`config.mk`:
```
export PLATFORM = sky130hd
export DESIGN_NAME = bc_desc_seq
export DESIGN_NICKNAME = d
export VERILOG_FILES = /design/src/rtl/bcds_pkg.sv /design/src/rtl/bcds_regs.sv /design/src/rtl/bcds_irq.sv /design/src/rtl/bcds_walker.sv /design/src/rtl/bc_desc_seq.sv
export SDC_FILE = /design/constraint.sdc
export NUM_CORES = 1
export LEC_CHECK = 0
export BUFFER_PORTS_ARGS = -buffer_cell sky130_fd_sc_hd__buf_2
export CELL_PAD_IN_SITES_DETAIL_PLACEMENT = 2
export CELL_PAD_IN_SITES_GLOBAL_PLACEMENT = 2
export CORE_AREA = 4 4 130 132
export CTS_CLUSTER_DIAMETER = 80
export DETAILED_ROUTE_END_ITERATION = 16
export DIE_AREA = 0 0 134 136
export GPL_TIMING_DRIVEN = 1
export PLACE_DENSITY_LB_ADDON = 0.1
export RECOVER_POWER = 25
export SYNTH_ARGS = -nofsm -noshare
export SYNTH_HDL_FRONTEND = slang
export SYNTH_SLANG_ARGS = --single-unit
```
`constraint.sdc`:
```
create_clock -name clk -period 3.2 [get_ports clk]
set_clock_uncertainty 0.2 [all_clocks]
set_input_delay 0.64 -clock clk [delete_from_list [all_inputs] [get_ports clk]]
set_output_delay 0.64 -clock clk [all_outputs]
set_load 0.05 [all_outputs]
```
`src/rtl/bcds_pkg.sv`:
```
package bcds_pkg;
    localparam int AW = 16;
    localparam int DW = 16;
    localparam int NIRQ = 3;
    localparam int RAW = 3;

    localparam int ENTRY_STRIDE = 4;
    localparam int TTAG_OFS = 1;
    localparam int DBA_OFS = 3;
    localparam logic [DW-1:0] SOM_FLAG = 16'h8000;
    localparam logic [DW-1:0] CNT_LAST = {DW{1'b1}};

    localparam logic [RAW-1:0] REG_CMD  = 3'd0;
    localparam logic [RAW-1:0] REG_CFG  = 3'd1;
    localparam logic [RAW-1:0] REG_MASK = 3'd2;
    localparam logic [RAW-1:0] REG_SP   = 3'd3;
    localparam logic [RAW-1:0] REG_CNT  = 3'd4;
    localparam logic [RAW-1:0] REG_PEND = 3'd5;

    localparam int CMD_RESET = 0;
    localparam int CMD_START = 1;
    localparam int IRQ_EOM  = 0;
    localparam int IRQ_DONE = 1;
    localparam int IRQ_FMT  = 2;

    typedef enum logic [2:0] {
        ST_IDLE, ST_SOM, ST_TTAG, ST_RDBA, ST_WDBA, ST_GO, ST_BUSY, ST_HALT
    } seq_state_e;

    typedef struct packed {
        logic ttag_en;
        logic stop_on_err;
    } cfg_t;

    typedef struct packed {
        logic          req;
        logic          we;
        logic [AW-1:0] addr;
        logic [DW-1:0] wdata;
    } mem_cmd_t;

    function automatic logic [AW-1:0] entry_word(input logic [AW-1:0] base, input int ofs);
        return base + AW'(ofs);
    endfunction
endpackage

```
`src/rtl/bcds_regs.sv`:
```
module bcds_regs
    import bcds_pkg::*;
(
    input  logic            clk,
    input  logic            rst,
    input  logic            cpu_wr,
    input  logic [RAW-1:0]  cpu_addr,
    input  logic [DW-1:0]   cpu_wdata,
    output logic [DW-1:0]   cpu_rdata,
    input  logic [NIRQ-1:0] pend_i,
    input  logic            adv_i,
    output cfg_t            cfg_o,
    output logic [NIRQ-1:0] mask_o,
    output logic [AW-1:0]   sp_o,
    output logic [DW-1:0]   cnt_o,
    output logic            start_cmd_o,
    output logic            rst_cmd_o,
    output logic [NIRQ-1:0] ack_o
);
    cfg_t            cfg_q;
    logic [NIRQ-1:0] mask_q;
    logic [AW-1:0]   sp_q;
    logic [DW-1:0]   cnt_q;
    logic            cmd_wr;

    assign cmd_wr      = cpu_wr && (cpu_addr == REG_CMD);
    assign rst_cmd_o   = cmd_wr && cpu_wdata[CMD_RESET];
    assign start_cmd_o = cmd_wr && cpu_wdata[CMD_START] && !cpu_wdata[CMD_RESET];
    assign ack_o       = (cpu_wr && cpu_addr == REG_PEND) ? cpu_wdata[NIRQ-1:0] : '0;

    always_ff @(posedge clk) begin
        if (rst) begin
            cfg_q  <= '0;
            mask_q <= '0;
            sp_q   <= '0;
            cnt_q  <= '0;
        end else begin
            if (cpu_wr) begin
                case (cpu_addr)
                    REG_CFG:  cfg_q  <= cfg_t'(cpu_wdata[1:0]);
                    REG_MASK: mask_q <= cpu_wdata[NIRQ-1:0];
                    REG_SP:   sp_q   <= cpu_wdata[AW-1:0];
                    REG_CNT:  cnt_q  <= cpu_wdata;
                    default: ;
                endcase
            end
            if (adv_i) begin
                sp_q  <= entry_word(sp_q, ENTRY_STRIDE);
                cnt_q <= cnt_q + 1'b1;
            end
        end
    end

    always_comb begin
        case (cpu_addr)
            REG_CFG:  cpu_rdata = DW'(cfg_q);
            REG_MASK: cpu_rdata = DW'(mask_q);
            REG_SP:   cpu_rdata = DW'(sp_q);
            REG_CNT:  cpu_rdata = cnt_q;
            REG_PEND: cpu_rdata = DW'(pend_i);
            default:  cpu_rdata = '0;
        endcase
    end

    assign cfg_o  = cfg_q;
    assign mask_o = mask_q;
    assign sp_o   = sp_q;
    assign cnt_o  = cnt_q;

    // stack pointer steps one entry per completed message
    p_sp_advance_r5: assert property (@(posedge clk) disable iff (rst)
        adv_i |=> sp_q == $past(sp_q) + AW'(ENTRY_STRIDE));
    // counter steps by one with natural wrap
    p_cnt_step_r5: assert property (@(posedge clk) disable iff (rst)
        adv_i |=> cnt_q == $past(cnt_q) + 1'b1);
endmodule

```
`src/rtl/bcds_irq.sv`:
```
module bcds_irq
    import bcds_pkg::*;
(
    input  logic            clk,
    input  logic            rst,
    input  logic [NIRQ-1:0] set_i,
    input  logic [NIRQ-1:0] ack_i,
    input  logic            clr_all_i,
    input  logic [NIRQ-1:0] mask_i,
    output logic [NIRQ-1:0] pend_o,
    output logic            irq_o
);
    logic [NIRQ-1:0] pend_q;

    always_ff @(posedge clk) begin
        if (rst || clr_all_i) pend_q <= '0;
        else                  pend_q <= (pend_q & ~ack_i) | set_i;
    end

    assign pend_o = pend_q;
    assign irq_o  = |(pend_q & ~mask_i);

    // reset command empties every pending source
    p_clear_all_r9: assert property (@(posedge clk) disable iff (rst)
        clr_all_i |=> pend_q == '0);
    // a source raised this cycle survives into the next
    p_set_sticks_r8: assert property (@(posedge clk) disable iff (rst)
        (!clr_all_i && set_i != '0) |=> (pend_q & $past(set_i)) == $past(set_i));
endmodule

```
`src/rtl/bcds_walker.sv`:
```
module bcds_walker
    import bcds_pkg::*;
(
    input  logic            clk,
    input  logic            rst,
    input  logic            start_cmd_i,
    input  logic            rst_cmd_i,
    input  cfg_t            cfg_i,
    input  logic [AW-1:0]   sp_i,
    input  logic [DW-1:0]   cnt_i,
    input  logic [DW-1:0]   mem_rdata_i,
    input  logic [DW-1:0]   ttag_i,
    input  logic            eom_i,
    input  logic            eom_err_i,
    input  logic            eom_tmo_i,
    output mem_cmd_t        mem_o,
    output logic [AW-1:0]   data_addr_o,
    output logic            eng_start_o,
    output logic            adv_o,
    output logic [NIRQ-1:0] irq_set_o
);
    seq_state_e    state_q, state_d;
    logic [AW-1:0] entry_q;
    logic [AW-1:0] dba_q;
    logic          eom_fire, bad_msg, last_msg, can_start;

    assign eom_fire  = (state_q == ST_BUSY) && eom_i;
    assign bad_msg   = eom_err_i || eom_tmo_i;
    assign last_msg  = (cnt_i + 1'b1) == CNT_LAST;
    assign can_start = start_cmd_i && (state_q == ST_IDLE || state_q == ST_HALT);

    always_comb begin
        irq_set_o = '0;
        irq_set_o[IRQ_EOM]  = eom_fire;
        irq_set_o[IRQ_DONE] = eom_fire && last_msg;
        irq_set_o[IRQ_FMT]  = eom_fire && bad_msg;
    end
    assign adv_o = eom_fire;

    always_comb begin
        mem_o       = '0;
        eng_start_o = 1'b0;
        case (state_q)
            ST_SOM: begin
                mem_o.req   = 1'b1;
                mem_o.we    = 1'b1;
                mem_o.addr  = entry_q;
                mem_o.wdata = SOM_FLAG;
            end
            ST_TTAG: begin
                mem_o.req   = 1'b1;
                mem_o.we    = 1'b1;
                mem_o.addr  = entry_word(entry_q, TTAG_OFS);
                mem_o.wdata = ttag_i;
            end
            ST_RDBA: begin
                mem_o.req  = 1'b1;
                mem_o.addr = entry_word(entry_q, DBA_OFS);
            end
            ST_GO:   eng_start_o = 1'b1;
            default: ;
        endcase
    end

    always_comb begin
        state_d = state_q;
        case (state_q)
            ST_IDLE, ST_HALT: if (can_start) state_d = ST_SOM;
            ST_SOM:  state_d = cfg_i.ttag_en ? ST_TTAG : ST_RDBA;
            ST_TTAG: state_d = ST_RDBA;
            ST_RDBA: state_d = ST_WDBA;
            ST_WDBA: state_d = ST_GO;
            ST_GO:   state_d = ST_BUSY;
            ST_BUSY: if (eom_fire) begin
                if (bad_msg && cfg_i.stop_on_err) state_d = ST_HALT;
                else if (last_msg)                state_d = ST_IDLE;
                else                              state_d = ST_SOM;
            end
            default: state_d = ST_IDLE;
        endcase
        if (rst_cmd_i) state_d = ST_IDLE;
    end

    always_ff @(posedge clk) begin
        if (rst) begin
            state_q <= ST_IDLE;
            entry_q <= '0;
            dba_q   <= '0;
        end else begin
            state_q <= state_d;
            if (can_start && !rst_cmd_i) entry_q <= sp_i;
            else if (eom_fire)           entry_q <= entry_word(sp_i, ENTRY_STRIDE);
            if (state_q == ST_WDBA)      dba_q   <= mem_rdata_i;
        end
    end

    assign data_addr_o = dba_q;

    // engine start lasts exactly one cycle
    p_start_single_r4: assert property (@(posedge clk) disable iff (rst)
        eng_start_o |=> !eng_start_o);
    // the engine is started only after the address fetch two cycles earlier
    p_dba_read_first_r4: assert property (@(posedge clk) disable iff (rst)
        eng_start_o |-> $past(mem_o.req && !mem_o.we, 2));
    // a halted sequencer stays put until a command arrives
    p_halt_holds_r7: assert property (@(posedge clk) disable iff (rst)
        (state_q == ST_HALT && !start_cmd_i && !rst_cmd_i) |=> state_q == ST_HALT);
    // reset command drops memory traffic on the next cycle
    p_reset_drops_mem_r9: assert property (@(posedge clk) disable iff (rst)
        rst_cmd_i |=> !mem_o.req && !eng_start_o);
endmodule

```
`src/rtl/bc_desc_seq.sv`:
```
module bc_desc_seq
    import bcds_pkg::*;
(
    input  logic          clk,
    input  logic          rst,
    input  logic          cpu_wr,
    input  logic [2:0]    cpu_addr,
    input  logic [15:0]   cpu_wdata,
    output logic [15:0]   cpu_rdata,
    output logic          mem_req,
    output logic          mem_we,
    output logic [15:0]   mem_addr,
    output logic [15:0]   mem_wdata,
    input  logic [15:0]   mem_rdata,
    input  logic [15:0]   ttag_i,
    input  logic          eom_i,
    input  logic          eom_err_i,
    input  logic          eom_tmo_i,
    output logic          eng_start_o,
    output logic [15:0]   data_addr_o,
    output logic          irq_o
);
    cfg_t            cfg;
    logic [NIRQ-1:0] mask, pend, ack, irq_set;
    logic [AW-1:0]   sp;
    logic [DW-1:0]   cnt;
    logic            start_cmd, rst_cmd, adv;
    mem_cmd_t        mem_cmd;

    bcds_regs u_regs (
        .clk(clk), .rst(rst),
        .cpu_wr(cpu_wr), .cpu_addr(cpu_addr), .cpu_wdata(cpu_wdata), .cpu_rdata(cpu_rdata),
        .pend_i(pend), .adv_i(adv),
        .cfg_o(cfg), .mask_o(mask), .sp_o(sp), .cnt_o(cnt),
        .start_cmd_o(start_cmd), .rst_cmd_o(rst_cmd), .ack_o(ack)
    );

    bcds_walker u_walker (
        .clk(clk), .rst(rst),
        .start_cmd_i(start_cmd), .rst_cmd_i(rst_cmd), .cfg_i(cfg),
        .sp_i(sp), .cnt_i(cnt), .mem_rdata_i(mem_rdata), .ttag_i(ttag_i),
        .eom_i(eom_i), .eom_err_i(eom_err_i), .eom_tmo_i(eom_tmo_i),
        .mem_o(mem_cmd), .data_addr_o(data_addr_o), .eng_start_o(eng_start_o),
        .adv_o(adv), .irq_set_o(irq_set)
    );

    bcds_irq u_irq (
        .clk(clk), .rst(rst),
        .set_i(irq_set), .ack_i(ack), .clr_all_i(rst_cmd), .mask_i(mask),
        .pend_o(pend), .irq_o(irq_o)
    );

    assign mem_req   = mem_cmd.req;
    assign mem_we    = mem_cmd.we;
    assign mem_addr  = mem_cmd.addr;
    assign mem_wdata = mem_cmd.wdata;

    // done is raised only as the counter lands on its final value
    p_done_at_limit_r6: assert property (@(posedge clk) disable iff (rst)
        $rose(pend[IRQ_DONE]) |-> cnt == CNT_LAST);
endmodule

```
; ---- Word-level counts from Yosys, hierarchy flattened
; Index checks and enable logic that the tools add are counted.
[word_totals]
out_inout_bits = 68
in_bits = 57
register_bits = 75
[op_classes]
n_bitwise = 5
n_reduce_logical = 32
addsub = 4
n_mux = 21
eq_ne = 15
[op_table]
columns = op, n
row1 = $mux 16, 8
row2 = $pmux 16 s5, 1
row3 = $pmux 16 s3, 1
row4 = $add 16x1->16 const B, 2
row5 = $pmux 16 s2, 1
row6 = $pmux 3 s7, 1
row7 = $eq 3x3->1 const B, 6
row8 = $add 16x2->16 const B, 1
row9 = $add 16x3->16 const B, 1
row10 = $eq 16x16->1 const B, 1
row11 = $eq 3x2->1 const B, 4
row12 = $mux 3, 4
row13 = $logic_and 1x1->1, 11
row14 = $reduce_and 2->1, 5
row15 = $reduce_bool 2->1, 4
row16 = $and 3x3->3, 2
row17 = $eq 3x1->1 const B, 2
row18 = $logic_not 3->1, 2
row19 = $not 3->3, 2
row20 = $reduce_or 2->1, 3
row21 = $reduce_or 3->1, 2
row22 = $mux 1, 5
row23 = $ne 2x1->1 const B, 2
row24 = $logic_or 1x1->1, 3
row25 = other kinds (2), 3

; ---- Depth between registers and ports, before layout
[depth]
ltp_word = 7
mapped_depth = 10
ltp_nobuf = 9

; ---- Hierarchy
; From an unflattened synthesis, not the netlist that was laid out.
[hier_totals]
hier_cells = 655
hier_area_um2 = 4907.2
[by_module_without_submodules]
columns = mod, seq_area_each_um2, area_each_um2, n_inst, cells_each
row1 = bcds_walker, 700.7, 2471.1, 1, 351
row2 = bcds_regs, 740.7, 2288.4, 1, 287
row3 = bcds_irq, 60.1, 147.6, 1, 17

; ---- Worst setup path before layout
; No wires, ideal clock.
[synth_path]
path_type = flip-flop to output port
from = register u_walker.state_q[1]
to = output mem_addr[14]
path_buffers = 1
path_stages_with_launch = 10
t_arrival_ps = 3092
slack_ps = -732
path_cell_list = dfxtp_1 > buf_2 > inv_1 > nor2_1 > and2_1 > fa_1 > nand3_1 > nor4_1 > nand4_1 > o21ai_0
[synth_between]
elab_chain_len = 2
elab_cells_between_ends = 4
classes_between = eq/ne (3) / mux (1)
[synth_rtl]
columns = item, line
row1 = "start, declared", bcds_walker.sv:22  ; seq_state_e state_q, state_d;
row2 = "start signal, assigned", bcds_walker.sv:90  ; state_q <= state_d;
row3 = $eq 3x2->1 / $eq 3x1->1 (equally long branches), bcds_walker.sv:43  ; case (state_q)
row4 = $pmux 16 s3 (*), bcds_walker.sv:43
row5 = "end, declared", bc_desc_seq.sv:12  ; output logic [15:0] mem_addr,
; Mark *: on every way between the ends. The rest lies on a longest branch, timed or not.

; ---- Final worst setup path
[layout_path]
from = register u_walker.state_q[1]
to = output mem_addr[15]
; The elaborated chain is that of the path after synthesis.

==> metrics.yaml <==
crit-reg2reg-launch: "u_walker.state_q[2]"
rsz0062_at_grt: "yes"
period_share_pct: 100.3
antenna_found_initial: 0
switching_share_pct: 36.83
p_sw_mw: 1.110
hold_slack_ns: 0.2585
p_int_mw: 1.904
final-max-slew-violation-count: 0
startpoint_type: "flip-flop"
worstSetupStartpoint: "u_walker.state_q[1]"
die_width_um: 134
max_stage_delay_ns: 0.51
pre_cts_ws_ns: 0.008657
hold_class: "flip-flop to flip-flop"
post_dp_cell_area_sq_um: 5438
grt_use_total_pct: 20.24
clock_sinks: 75
worstMarginPinSlew_ns: 0.8496
finalSetupViolCount: 1
vias: 5015
first_iter_violations: 217
ir_worst_vdd_v: 0.0002515
routedWlPerCell_um: 19.39
drc: 0
overflow: 0
nNetsFinal: 789
gp_congestion: 0.8473
io_buffers: 124
stdcell_area_sq_um: 5894
diodes: 0
worstHoldPathCells: 2
dr.pass1.iters: 4
cp-end-kind: "output pin"
pwr-share-clk_pct: 38.1
cts_buffer_depth: 2
critical-path-top-delay-family: "simple AND/OR/NAND/NOR gates"
cp_cell_sequence: "inv_2 > nor2_2 > and2_4 > ha_4 > a21oi_2 > nor4_2 > nand4_1 > or4_4 > nand3_2 > buf_6"
vias_per_cell: 5.290
crit_arrival_ns: 2.37
power.total_mw: 3.014
die_area_sq_um: 18220
crit_slowest_cell: "or4_4"
layout-drive-gt1-share_pct: 24.86
rows: 46
synth_cell_types: 54
root_buffer: "clkbuf_16"
synth-edff-count: 0
syn_nets: 670
core_sq_um: 15710
synthArstFlopShare_pct: 0
synth_ff_type: "dfxtp_1"
p_per_area_nw_per_um2: 511.4
syn_area_per_cell_sq_um: 7.406
synth-compound-area-share_pct: 25.76
worstPathMaxFanout: 3
synthXorXnorAreaFrac_pct: 2.723
fin_tns_setup_ns: -0.009680
grt_pass1_vias: 5347
synth_top_family_by_area: "simple AND/OR/NAND/NOR gates"
hp-start: "u_walker.data_addr_o[0]"
pwr-share-comb_pct: 28.5
synth.area.mux_share_pct: 4.668
crit_buf_inv: 2
status: "complete, but fails checks"
ys_seq_area_share_pct: 33.34
drtAntennaViolNets: 0
drv_cap: 0
reg2reg_slack_ns: 0.56
hold_end: "u_walker.data_addr_o[0]"
ys_ff_latch: 75
violations: "negative setup slack"
required_ns: 2.36
synth-adder-area-share_pct: 1.556
syn_inst: 608
grt_max_degree: 53
hpwl_mm: 14.06
grt_pass1_wl_mm: 29.56
ff2ff_path_depth: 7
cts_buffers: 9
p_leak_nw: 2.327
r2r_end: "u_walker.entry_q[13]"
period_minus_slack_ns: 3.210
yosys_warnings: 0
fmax_ghz: 0.3116
area_growth_pct: 30.90
synth-simple-area-share_pct: 27.31
finalWirelength_mm: 18.38
hold_violations: 0
worstSetupPathType: "flip-flop to output pin"
start_util_pct: 28.66
layout_setup_ws_ns: -0.009680
cts_max_level: 3
max_slew_margin_pct: 43.33
clock_latency_ns: 0.35
power.share.sequential_pct: 33.4
io_pins: 125
tritoncts: "done"
dieHeight_um: 136
clkSlewWorstSetupHoldPaths_ns: 0.06
syn_area_sq_um: 4503
[sequential cells by signal (all words and copies together) (netlist names)]
register              flops
u_regs.cnt_o             16
u_regs.sp_o              16
u_walker.data_addr_o     16
u_irq.pend_o              3
u_walker.entry_q         16
u_regs.cfg_o              2
u_walker.state_q          3
u_regs.mask_o             3
[worst register-to-register path: stages (launching register included)]
cell      delay, ns
dfxtp_1        0.35
buf_4          0.30
and4b_1        0.45
clkbuf_1       0.62
nor2_1         0.11
buf_4          0.21
a22oi_1        0.17
a21oi_1        0.09
[routing by layer]
metal / global-route usage, % / vias to the layer above / part of all wire (%)
met5: 0 / - / 0
met2: 36.36 / 63 / 52
met4: 4.914 / 0 / 0.77
met3: 2.554 / 10 / 2.5
li1: - / 2437 / -
met1: 25.76 / 2505 / 44
[how the worst max path moves through the flow]
stage | to | slack [ns] | depth (start not counted)
after detailed placement | mem_addr[15] | 0.009 | 10
after CTS | mem_addr[15] | -0.02 | 10
after global routing | mem_addr[15] | -0.13 | 10
final | mem_addr[15] | -0.01 | 10
after global placement | mem_addr[15] | 0.04 | 10
after floorplan | mem_addr[14] | -0.04 | 9
[synth_stat cells (all sizes together) (4+ instances only)]
library cell / n / area (sq um)
a21oi: 72 / 360.4
a22o: 14 / 122.6
a22oi: 16 / 120.1
a31oi: 16 / 100.1
and2: 24 / 150.1
and3: 6 / 37.54
buf: 20 / 92.59
clkbuf: 21 / 78.83
dfxtp: 75 / 1501
ha: 4 / 50.05
inv: 10 / 37.54
mux2: 8 / 90.09
mux2i: 12 / 120.1
nand2: 87 / 326.6
nand2b: 10 / 62.56
nand3: 14 / 70.07
nand4: 9 / 56.30
nor2: 60 / 225.2
nor2b: 4 / 25.02
nor3: 14 / 70.07
nor4: 5 / 31.28
o21ai: 38 / 190.2
o22ai: 4 / 25.02
or3: 6 / 37.54
xnor2: 5 / 43.79
xor2: 9 / 78.83
[cells in the final DEF (no fill, tap or decap), types with 5 or more instances in the layout]
master	synthesis	layout
a21oi_1	72	71
a22o_1	14	14
a22oi_1	16	16
a31oi_1	16	16
and2_1	22	20
and3_1	6	6
buf_2	14	97
buf_4	0	26
buf_6	0	6
clkbuf_1	21	18
clkbuf_16	0	9
dfxtp_1	75	74
inv_1	10	9
mux2_2	8	8
mux2i_1	12	12
nand2_1	87	87
nand2b_1	10	10
nand3_1	14	12
nand4_1	9	9
nor2_1	60	55
nor2_2	0	5
nor3_1	14	13
o21ai_0	38	31
or3_1	6	6
xnor2_1	5	5
xor2_1	9	9
[timing repair]
| action | CTS | global route |
|---|---|---|
| buffers inserted | 1 | 1 |
| gates resized for setup | 20 | 20 |
| hold buffers | 0 | 0 |
| setup endpoints to repair | 12 | 27 |
| pin swaps | 5 | 4 |
[metrics by stage]
stage	instances	utilization, %
after floorplan	608	-
after global placement	930	34.61
after detailed placement	930	34.61
after CTS	947	37.26
after global routing	948	37.51
final	948	37.51
[cells by family after synthesis]
logic type / Yosys count
AND/OR/NAND/NOR: 255
AO/OA/AOI/OAI: 188
flip-flops: 75
buffers and inverters: 51
multiplexers: 20
XOR/XNOR: 14
adder cells (fa/ha/maj): 5
[power by group through the flow]
stage / logic (mW) / clock network (mW) / registers [mW]
final: 0.859 / 1.15 / 1.01
after global routing: 0.930 / 1.23 / 1.01
after CTS: 0.864 / 1.18 / 1.01
after detailed placement: 0.854 / 0 / 1.03
after global placement: 0.828 / 0 / 1.02
after floorplan: 0.544 / 0 / 1.07
[layout make-up]
class	instances	area (sq um)
multi-input cells	482	2913
clock buffers	10	239.0
clock inverters	6	88.84
well taps	216	270.3
inverters	10	37.54
repair buffers	149	843.3
flip-flops and latches	75	1503
fillers	1878	9818
Power figures use the tool's default switching activity.
